### src/rtl/bf16s_pkg.sv
package bf16s_pkg;
    localparam int LANE_W   = 16;
    localparam int EXP_SAT  = 300;

    typedef enum logic [1:0] {
        ST_IDLE = 2'd0,
        ST_RSCL = 2'd1,
        ST_RGRP = 2'd2,
        ST_WR   = 2'd3
    } st_e;
endpackage

### src/rtl/bf16s_lane.sv
module bf16s_lane
    import bf16s_pkg::*;
(
    input  logic [LANE_W-1:0] val_i,
    input  logic [LANE_W-1:0] scl_i,
    output logic [LANE_W-1:0] res_o
);
    logic              sgn;
    logic [7:0]        ex;
    logic [6:0]        mt;
    logic signed [15:0] sc;
    logic signed [10:0] kc;
    logic signed [10:0] sum;

    always_comb begin
        sgn = val_i[15];
        ex  = val_i[14:7];
        mt  = val_i[6:0];
        sc  = signed'(scl_i);
        // saturate the scale so the exponent sum cannot wrap
        if (sc > 16'(EXP_SAT))
            kc = 11'(EXP_SAT);
        else if (sc < -16'(EXP_SAT))
            kc = -11'(EXP_SAT);
        else
            kc = sc[10:0];
        sum = signed'({3'b000, ex}) + kc;

        if (ex == 8'hFF)
            res_o = (mt != 7'd0) ? {sgn, 8'hFF, 1'b1, mt[5:0]} : val_i;
        else if (ex == 8'h00)
            res_o = {sgn, 15'd0};
        else if (sum >= 11'sd255)
            res_o = {sgn, 8'hFF, 7'd0};
        else if (sum <= 11'sd0)
            res_o = {sgn, 15'd0};
        else
            res_o = {sgn, sum[7:0], mt};
    end
endmodule

### src/rtl/bf16s_vec.sv
module bf16s_vec
    import bf16s_pkg::*;
#(
    parameter int VLEN = 128
) (
    input  logic [VLEN-1:0] src_i,
    input  logic [VLEN-1:0] scl_i,
    output logic [VLEN-1:0] res_o
);
    localparam int LANES = VLEN / LANE_W;

    for (genvar g = 0; g < LANES; g++) begin : g_lane
        bf16s_lane u_lane (
            .val_i (src_i[g*LANE_W +: LANE_W]),
            .scl_i (scl_i[g*LANE_W +: LANE_W]),
            .res_o (res_o[g*LANE_W +: LANE_W])
        );
    end
endmodule

### src/rtl/bf16_vscale_unit.sv
module bf16_vscale_unit
    import bf16s_pkg::*;
#(
    parameter int VLEN = 128,
    parameter int REGS = 32,
    localparam int IDX_W = $clog2(REGS)
) (
    input  logic             clk,
    input  logic             rst_n,
    input  logic             feat_a_en,
    input  logic             feat_b_en,
    input  logic             req_valid,
    output logic             req_ready,
    input  logic             req_quad,
    input  logic [3:0]       req_grp,
    input  logic [3:0]       req_scl,
    output logic [IDX_W-1:0] rf_rd_idx,
    input  logic [VLEN-1:0]  rf_rd_data,
    output logic             rf_wr_en,
    output logic [IDX_W-1:0] rf_wr_idx,
    output logic [VLEN-1:0]  rf_wr_data,
    output logic             done,
    output logic             undef
);
    localparam int MAXG = 4;

    typedef struct packed {
        st_e                       st;
        logic [IDX_W-1:0]          base;
        logic [3:0]                sidx;
        logic                      quad;
        logic [1:0]                cnt;
        logic [VLEN-1:0]           scl;
        logic [MAXG-1:0][VLEN-1:0] res;
        logic                      done;
        logic                      undef;
    } ctx_t;

    ctx_t ctx_d, ctx_q;
    logic [VLEN-1:0] vec_res;
    logic            last;

    bf16s_vec #(.VLEN(VLEN)) u_vec (
        .src_i (rf_rd_data),
        .scl_i (ctx_q.scl),
        .res_o (vec_res)
    );

    always_comb begin
        ctx_d       = ctx_q;
        ctx_d.done  = 1'b0;
        ctx_d.undef = 1'b0;
        last        = (ctx_q.cnt == (ctx_q.quad ? 2'd3 : 2'd1));
        req_ready   = (ctx_q.st == ST_IDLE);
        rf_rd_idx   = '0;
        rf_wr_en    = 1'b0;
        rf_wr_idx   = ctx_q.base + IDX_W'(ctx_q.cnt);
        rf_wr_data  = ctx_q.res[ctx_q.cnt];

        case (ctx_q.st)
            ST_IDLE: begin
                if (req_valid) begin
                    if (feat_a_en && feat_b_en) begin
                        ctx_d.st   = ST_RSCL;
                        ctx_d.base = req_quad ? IDX_W'({req_grp[2:0], 2'b00})
                                              : IDX_W'({req_grp, 1'b0});
                        ctx_d.sidx = req_scl;
                        ctx_d.quad = req_quad;
                        ctx_d.cnt  = 2'd0;
                    end else begin
                        ctx_d.undef = 1'b1;
                    end
                end
            end
            ST_RSCL: begin
                rf_rd_idx = IDX_W'(ctx_q.sidx);
                ctx_d.scl = rf_rd_data;
                ctx_d.st  = ST_RGRP;
            end
            ST_RGRP: begin
                rf_rd_idx              = ctx_q.base + IDX_W'(ctx_q.cnt);
                ctx_d.res[ctx_q.cnt]   = vec_res;
                ctx_d.cnt              = ctx_q.cnt + 2'd1;
                if (last) begin
                    ctx_d.cnt = 2'd0;
                    ctx_d.st  = ST_WR;
                end
            end
            ST_WR: begin
                rf_wr_en  = 1'b1;
                ctx_d.cnt = ctx_q.cnt + 2'd1;
                if (last) begin
                    ctx_d.cnt  = 2'd0;
                    ctx_d.st   = ST_IDLE;
                    ctx_d.done = 1'b1;
                end
            end
            default: ctx_d.st = ST_IDLE;
        endcase

        done  = ctx_q.done;
        undef = ctx_q.undef;
    end

    always_ff @(posedge clk or negedge rst_n) begin
        if (!rst_n) ctx_q <= '0;
        else        ctx_q <= ctx_d;
    end
endmodule

### config.mk
export PLATFORM = sky130hd
export DESIGN_NAME = bf16_vscale_unit
export DESIGN_NICKNAME = d
export VERILOG_FILES = /design/src/rtl/bf16s_pkg.sv /design/src/rtl/bf16s_lane.sv /design/src/rtl/bf16s_vec.sv /design/src/rtl/bf16_vscale_unit.sv
export SDC_FILE = /design/constraint.sdc
export NUM_CORES = 2
export LEC_CHECK = 0
export ABC_CLOCK_PERIOD_IN_PS = 4900
export BUFFER_PORTS_ARGS = -buffer_cell sky130_fd_sc_hd__buf_4
export CAP_MARGIN = 20
export CORE_ASPECT_RATIO = 1.4
export CORE_UTILIZATION = 61
export DETAILED_ROUTE_END_ITERATION = 10
export GPL_TIMING_DRIVEN = 0
export PLACE_DENSITY = 0.8
export SETUP_SLACK_MARGIN = 0.3
export SLEW_MARGIN = 20
export SYNTH_ARGS = -nofsm -noshare
export SYNTH_HDL_FRONTEND = slang
export SYNTH_SLANG_ARGS = --single-unit
### constraint.sdc
create_clock -name clk -period 4.9 [get_ports clk]
set_input_delay 0.735 -clock clk [delete_from_list [all_inputs] [get_ports clk]]
set_output_delay 0.735 -clock clk [all_outputs]
set_load 0.03 [all_outputs]
# ---- After elaboration in Yosys (flattened, before gate mapping)
# Index checks and enable logic that the tools add are counted.
dict set report word_totals {
  input_bits 142
  ram_bits 0
  romBits 0
  latchBits 0
  word_cells 173
  ff_bits 656
  n_memories 0
}
dict set report classes {
  multipliers 0
  shift 0
  div 0
  reduce_logical 24
  bitwise_logic 0
  magnitude_cmp 34
  n_eq_ne 16
  n_mux 77
  add_sub_neg 10
}
# op n
set ops {}
lappend ops {{15-bit 2-to-1 mux} 40}
lappend ops {{512-bit bitwise mux} 1}
lappend ops {{128-bit binary-select mux with 2-bit select} 1}
lappend ops {{128-bit demux with 2-bit select} 1}
lappend ops {{128-bit 2-to-1 mux} 2}
lappend ops {{11-bit 2-to-1 mux} 16}
lappend ops {{16-bit by 10-bit greater-than comparator with 1-bit output (second input constant)} 8}
lappend ops {{16-bit by 10-bit less-than comparator with 1-bit output (second input constant)} 8}
lappend ops {{9-bit by 11-bit adder with 11-bit output} 8}
lappend ops {{11-bit by 9-bit >= comparator with 1-bit output (second input constant)} 8}
lappend ops {{11-bit by 1-bit <= comparator with 1-bit output (second input constant)} 8}
lappend ops {{8-bit equality test (second input constant)} 8}
lappend ops {{8-bit logical NOT} 8}
lappend ops {{7-bit nonzero test} 8}
lappend ops {{14-bit 2-to-1 mux} 2}
lappend ops {{5-bit case mux with 2 select lines} 1}
lappend ops {{2-bit 2-to-1 mux} 4}
lappend ops {{2-bit case mux with 4 select lines} 1}
lappend ops {{1-bit 2-to-1 mux} 6}
lappend ops {{2-bit != test (second input constant)} 3}
lappend ops {{3-bit AND reduction} 2}
lappend ops {{5-bit by 2-bit adder with 5-bit output} 1}
lappend ops {{5-bit 2-to-1 mux} 1}
lappend ops {{2-bit equality test (second input constant)} 2}
lappend ops {{12 further kinds} 13}

# ---- Longest topological paths before layout
dict set report depth {
  depth_word 10
  ltp_mapped 18
  mapped_depth_nobuf 16
}

# ---- Hierarchy
# A second synthesis with hierarchy kept.
dict set report hier_totals {
  hier_cells 2839
  area_unflattened_um2 36322.3
}
# module area_per_inst_um2 instances cells_per_inst
set by_module_without_submodules {}
lappend by_module_without_submodules {bf16_vscale_unit 27770.4 1 1595}
lappend by_module_without_submodules {{bf16s_lane (u_vec.g_lane[1].u_lane ...)} 1179.9 5 169}
lappend by_module_without_submodules {{bf16s_lane (u_vec.g_lane[0].u_lane)} 939.7 1 136}
lappend by_module_without_submodules {{bf16s_lane (u_vec.g_lane[7].u_lane)} 857.1 1 131}
lappend by_module_without_submodules {{bf16s_lane (u_vec.g_lane[4].u_lane)} 855.8 1 132}

# ---- Least setup slack after synthesis
# OpenSTA, ideal clock, no wires.
dict set report synth_path {
  kind {reg-to-reg}
  startpoint {reg ctx_q[640] (netlist bit)}
  endpoint {reg ctx_q[118] (netlist bit)}
  stages_incl_launch_ff 17
  period_less_slack_ns 4.352
  path_slack_ns 0.548
  arrival_time_ns 4.233
  path_cell_list {dfrtp_1 -> or4_1 -> a2111oi_0 -> or2_2 -> clkbuf_1 -> and3_1 -> ha_1 -> inv_1 -> fa_1 -> nor2b_4 -> o31a_1 -> a21oi_1 -> or4_1 -> or4b_4 -> a41oi_4 -> buf_6 -> o21ai_2}
}
dict set report synth_between {
  elab_chain_len 10
  elab_cells_between_ends 12
}
# element line_no
set synth_lines {}
lappend synth_lines {{start: declaration} bf16_vscale_unit.sv:39} ;# ctx_t ctx_d, ctx_q;
lappend synth_lines {{start signal: assignment} bf16_vscale_unit.sv:107} ;# else ctx_q <= ctx_d;
lappend synth_lines {{16-bit by 10-bit less-than comparator with 1-bit output} bf16s_lane.sv:23} ;# else if (sc < -16'(EXP_SAT))
lappend synth_lines {{11-bit 2-to-1 mux} bf16s_lane.sv:23}
lappend synth_lines {{11-bit 2-to-1 mux *} bf16s_lane.sv:21} ;# if (sc > 16'(EXP_SAT))
lappend synth_lines {{9-bit by 11-bit adder with 11-bit output *} bf16s_lane.sv:27} ;# sum = signed'({3'b000, ex}) + kc;
lappend synth_lines {{11-bit by 1-bit <= comparator with 1-bit output} bf16s_lane.sv:35} ;# else if (sum <= 11'sd0)
lappend synth_lines {{15-bit 2-to-1 mux} bf16s_lane.sv:35}
lappend synth_lines {{15-bit 2-to-1 mux *} bf16s_lane.sv:33} ;# else if (sum >= 11'sd255)
lappend synth_lines {{15-bit 2-to-1 mux *} bf16s_lane.sv:31} ;# else if (ex == 8'h00)
lappend synth_lines {{15-bit 2-to-1 mux *} bf16s_lane.sv:29} ;# if (ex == 8'hFF)
lappend synth_lines {{512-bit bitwise mux *} bf16_vscale_unit.sv:82} ;# ctx_d.res[ctx_q.cnt] = vec_res;
# Mark *: on every way between the ends. The rest lies on a longest branch, timed or not.
# A chain may end at the register's enable or synchronous reset.

# ---- Worst setup path in the final report
dict set report layout_path {
  startpoint {reg ctx_q[642] (netlist bit)}
  endpoint {reg ctx_q[282] (netlist bit)}
}
dict set report layout_between {
  elab_chain_len 5
  elab_cells_between_ends 6
}
# element line_no
set layout_lines {}
lappend layout_lines {{2-bit by 3-bit less-than comparator with 1-bit output (not written as such) or 2-bit by 1-bit >= comparator with 1-bit output (tied branches)} bf16_vscale_unit.sv:82}
lappend layout_lines {{1-bit logical AND (not written as such)} bf16_vscale_unit.sv:82}
lappend layout_lines {{128-bit 2-to-1 mux (not written as such)} bf16_vscale_unit.sv:82}
lappend layout_lines {{128-bit demux with 2-bit select *} bf16_vscale_unit.sv:82}
lappend layout_lines {{512-bit bitwise mux *} bf16_vscale_unit.sv:82}
# Marked as above.

==> metrics.md <==
| Metric | Value |
|---|---|
| Fin util | `72.70%` |
| Crit Path Max Fanout | `10` |
| Ys Warns | `0` |
| Initial Utilization | `61.80%` |
| Post-Route WL | `120500 µm` |
| Critical path's top delay family | `buffers and inverters` |
| Crit path cell chain | `clkbuf_1, clkbuf_1, inv_1, ha_1, nand2_1, clkbuf_1, clkbuf_2, nor2_1, a22oi_1, o21ai_0` |
| Syn avg cell area | `10.08 µm²` |
| Switching fraction of total power | `44.96%` |
| Max Cap Viol | `0` |
| Final Cell Area | `41040 µm²` |
| # DRC | `0` |
| Placed cell count | `4482` |
| I/O Buffers | `277` |
| Final Hold Viols | `0` |
| Post-synth EDFFs | `0` |
| Cell with the largest stage delay on the worst path | `clkbuf_1` |
| Worst EP arrival | `5030 ps` |
| GR Overflow Total | `0` |
| Die Y | `285.0 µm` |
| Post-DP HPWL | `85530 µm` |
| Setup crit start kind | `flop` |
| Clk pwr share | `17.3%` |
| Net switching power | `14.28 mW` |
| # IOs | `284` |
| Slew HR | `16.69%` |
| Async S/R FF share, synth | `100.0%` |
| Logic pwr share | `53.4%` |
| Die W | `204.1 µm` |
| Mapped Nets | `3687` |
| Synth-to-layout area growth | `17.63%` |
| Gate Count Post-Synth | `3462` |
| Final setup TNS | `0 ps` |
| Nets@finish | `4060` |
| Min setup slack post-route | `334.3 ps` |
| Hold-fix buffers, CTS | `0` |
| Final period utilization | `93.18%` |
| Max Freq | `219.0 MHz` |
| Total Power | `31.76 mW` |
| Overall Global Routing Usage | `41.87%` |
| RSZ-0062 raised after global routing | `yes` |
| DR vias | `31.36k` |
| Highest-count cells in the layout ignoring fill and taps | `dfrtp_1 (655), nand2_1 (477), nor2_1 (295)` |
| CTS tree | `done` |
| Status | `finished, final reports clean` |
| Fin. max-slew vios | `0` |
| # rows | `103` |
| Sink Count | `655` |
| Hold WS | `46.25 ps` |
| Area of the mapped netlist | `34890 µm²` |
| Sequential element share of the synthesized area | `46.98%` |
| Routed length per instance | `26.09 µm` |
| Routability cong. | `0.9561` |
| Post-synthesis register bit count | `655` |
| Post-route antenna net violation count | `0` |
| TritonCTS Buffers | `67` |
| Pleak | `17.88 nW` |
| DRT Pass-1 Iters | `6` |
| Placed Area | `38140 µm²` |
| Kind of critical path | `flop to flop` |
| VDD IR max | `0.5339 mV` |
| Worst Path Required | `5360 ps` |
| 1st-iter DRT viols | `3511` |
| H-tree depth | `3` |
| Clk_lat worst skew | `630 ps` |
| Most common cell after layout, fill and taps aside | `dfrtp_1` |
| Worst Clk Skew | `28.27 ps` |
| WP buf/inv | `5` |
| Die area | `58160 µm²` |
| Worst Max-Slew Pin Slew | `1250 ps` |
| Via density | `6.787` |
| Most used flip-flop cell after synthesis | `dfrtp_1` |
| Number of global-route vias before repair | `31.47k` |
| Share of power burned in registers | `29.3%` |
| CTS clock-pin slew for the worst setup and hold paths | `60 ps` |
| Power per cell area | `774.0 nW/µm²` |
| Post-route minimum period | `4566 ps` |
| Int Pwr | `17.48 mW` |
| Critical path capture point type | `flop` |
| Final setup viols | `0` |
| Dpl ws | `-266.1 ps` |
| Initial antenna violation count | `7` |
| Most frequent CP cell | `clkbuf_1` |
| Core ar. | `56450 µm²` |
| Largest net degree at the start of global routing | `97` |
| Share of cells above drive strength 1 | `21.43%` |
| Yosys cell types | `89` |
| Worst Hold Class | `input port to asynchronous set/reset pin` |
| Worst path max stage delay | `790 ps` |
| Final cell count without fillers | `4621` |
| Root buf cell | `clkbuf_16` |
| Clk buf depth | `3` |
| Wire length of the first global-routing pass | `182500 µm` |
## power by group through the flow
stage                     logic (mW)  clock network, mW  registers (mW)
after floorplan                 11.1                  0            8.76
final                           17.0               5.50            9.30
after global routing            18.0               5.70            9.52
after detailed placement        16.0                  0            9.25
after CTS                       16.3               5.49            9.21
after global placement          15.7                  0            9.12
## kinds of logic after synthesis
| kind of cell | share of synthesized area (%) |
|---|---|
| mux | 14.76 |
| simple gates | 14.81 |
| xor+xnor | 0.8034 |
| buf+inv | 3.439 |
| fa+ha+maj | 3.149 |
| compound gates | 16.06 |
| flops | 46.98 |
## timing repair
| action | 4_1_cts | 5_1_grt |
|---|---|---|
| endpoints found under the hold margin | 0 | 0 |
| setup endpoints to repair | 265 | 334 |
| gates resized for setup | 36 | 80 |
| buffers inserted | 3 | 14 |
| gates cloned | 1 | 0 |
| pin swaps | 7 | 18 |
## final timing paths
check                           startpoint         end  slack, ps  cells after the start
worst min register to register  ctx_q[273]  ctx_q[273]        470                      2
worst max-delay path            ctx_q[642]  ctx_q[282]        330                     10
worst max register to register  ctx_q[642]  ctx_q[282]        330                     10
min in group clk                 feat_b_en       undef        330                      2
max in group asynchronous            rst_n  ctx_q[608]       3100                      5
worst min-delay path                 rst_n        done         50                      1
## registers in the layout (all words and copies together) (netlist names)
| signal | flops |
|---|---|
| ctx_q | 653 |
| done | 1 |
| undef | 1 |
## worst reg2reg max path, cell delays in order, from the launching register on
cell and delay (ps):
dfrtp_1 430, clkbuf_1 560, clkbuf_1 740, inv_1 150, ha_1 270, nand2_1 360, clkbuf_1 790, clkbuf_2 660
nor2_1 140, a22oi_1 170, o21ai_0 140
## final cells by class
type,instances,area (µm²)
Inverter,85,319.1
Antenna cell,3,7.507
Buffer,218,980.9
Timing Repair Buffer,304,2494
Sequential cell,655,16390
Clock inverter,30,417.9
Tap cell,735,919.6
Clock buffer,87,1913
Fill cell,4103,15410
Multi-Input combinational cell,2504,17590
## cells in the mapped netlist, types with 7 or more instances
cell type | number | area [µm²]
o21ai_1 | 22 | 110.1
o22ai_1 | 13 | 81.33
a211oi_1 | 16 | 120.1
a21boi_0 | 18 | 135.1
a31oi_1 | 118 | 738.2
buf_1 | 29 | 108.9
fa_1 | 8 | 160.2
o21a_1 | 15 | 112.6
o21bai_1 | 9 | 67.56
o31ai_1 | 18 | 135.1
buf_2 | 15 | 75.07
xnor2_1 | 16 | 140.1
nor3b_1 | 10 | 75.07
or2_2 | 17 | 106.4
and2_1 | 27 | 168.9
o21ai_2 | 20 | 175.2
nand3_1 | 51 | 255.2
nor4_1 | 32 | 200.2
o31a_1 | 7 | 61.31
or4_1 | 19 | 142.6
nand2b_1 | 21 | 131.4
inv_1 | 85 | 319.1
and3_1 | 43 | 269.0
nand4_1 | 35 | 219.0
mux2_2 | 128 | 1441
nor3_1 | 56 | 280.3
a21oi_1 | 249 | 1246
o211ai_1 | 17 | 127.6
clkbuf_1 | 165 | 619.3
o21ai_0 | 277 | 1386
mux4_2 | 128 | 2883
o32a_1 | 14 | 140.1
nand2_1 | 477 | 1790
a21o_1 | 15 | 112.6
nor2b_1 | 14 | 87.58
xor2_1 | 16 | 140.1
o41ai_1 | 7 | 61.31
dfrtp_1 | 655 | 16390
mux2i_1 | 80 | 800.8
o22a_1 | 10 | 87.58
a22oi_1 | 14 | 105.1
or3_1 | 14 | 87.58
nor2_1 | 296 | 1111
ha_1 | 75 | 938.4
## routing by layer
metal / routed length (µm) / global-route usage [%]
met1: 41850 / 50.28
met3: 12140 / 9.840
met5: 39 / 0
met2: 55630 / 64.83
met4: 10880 / 33.15
(Power assumes the default switching activity.)
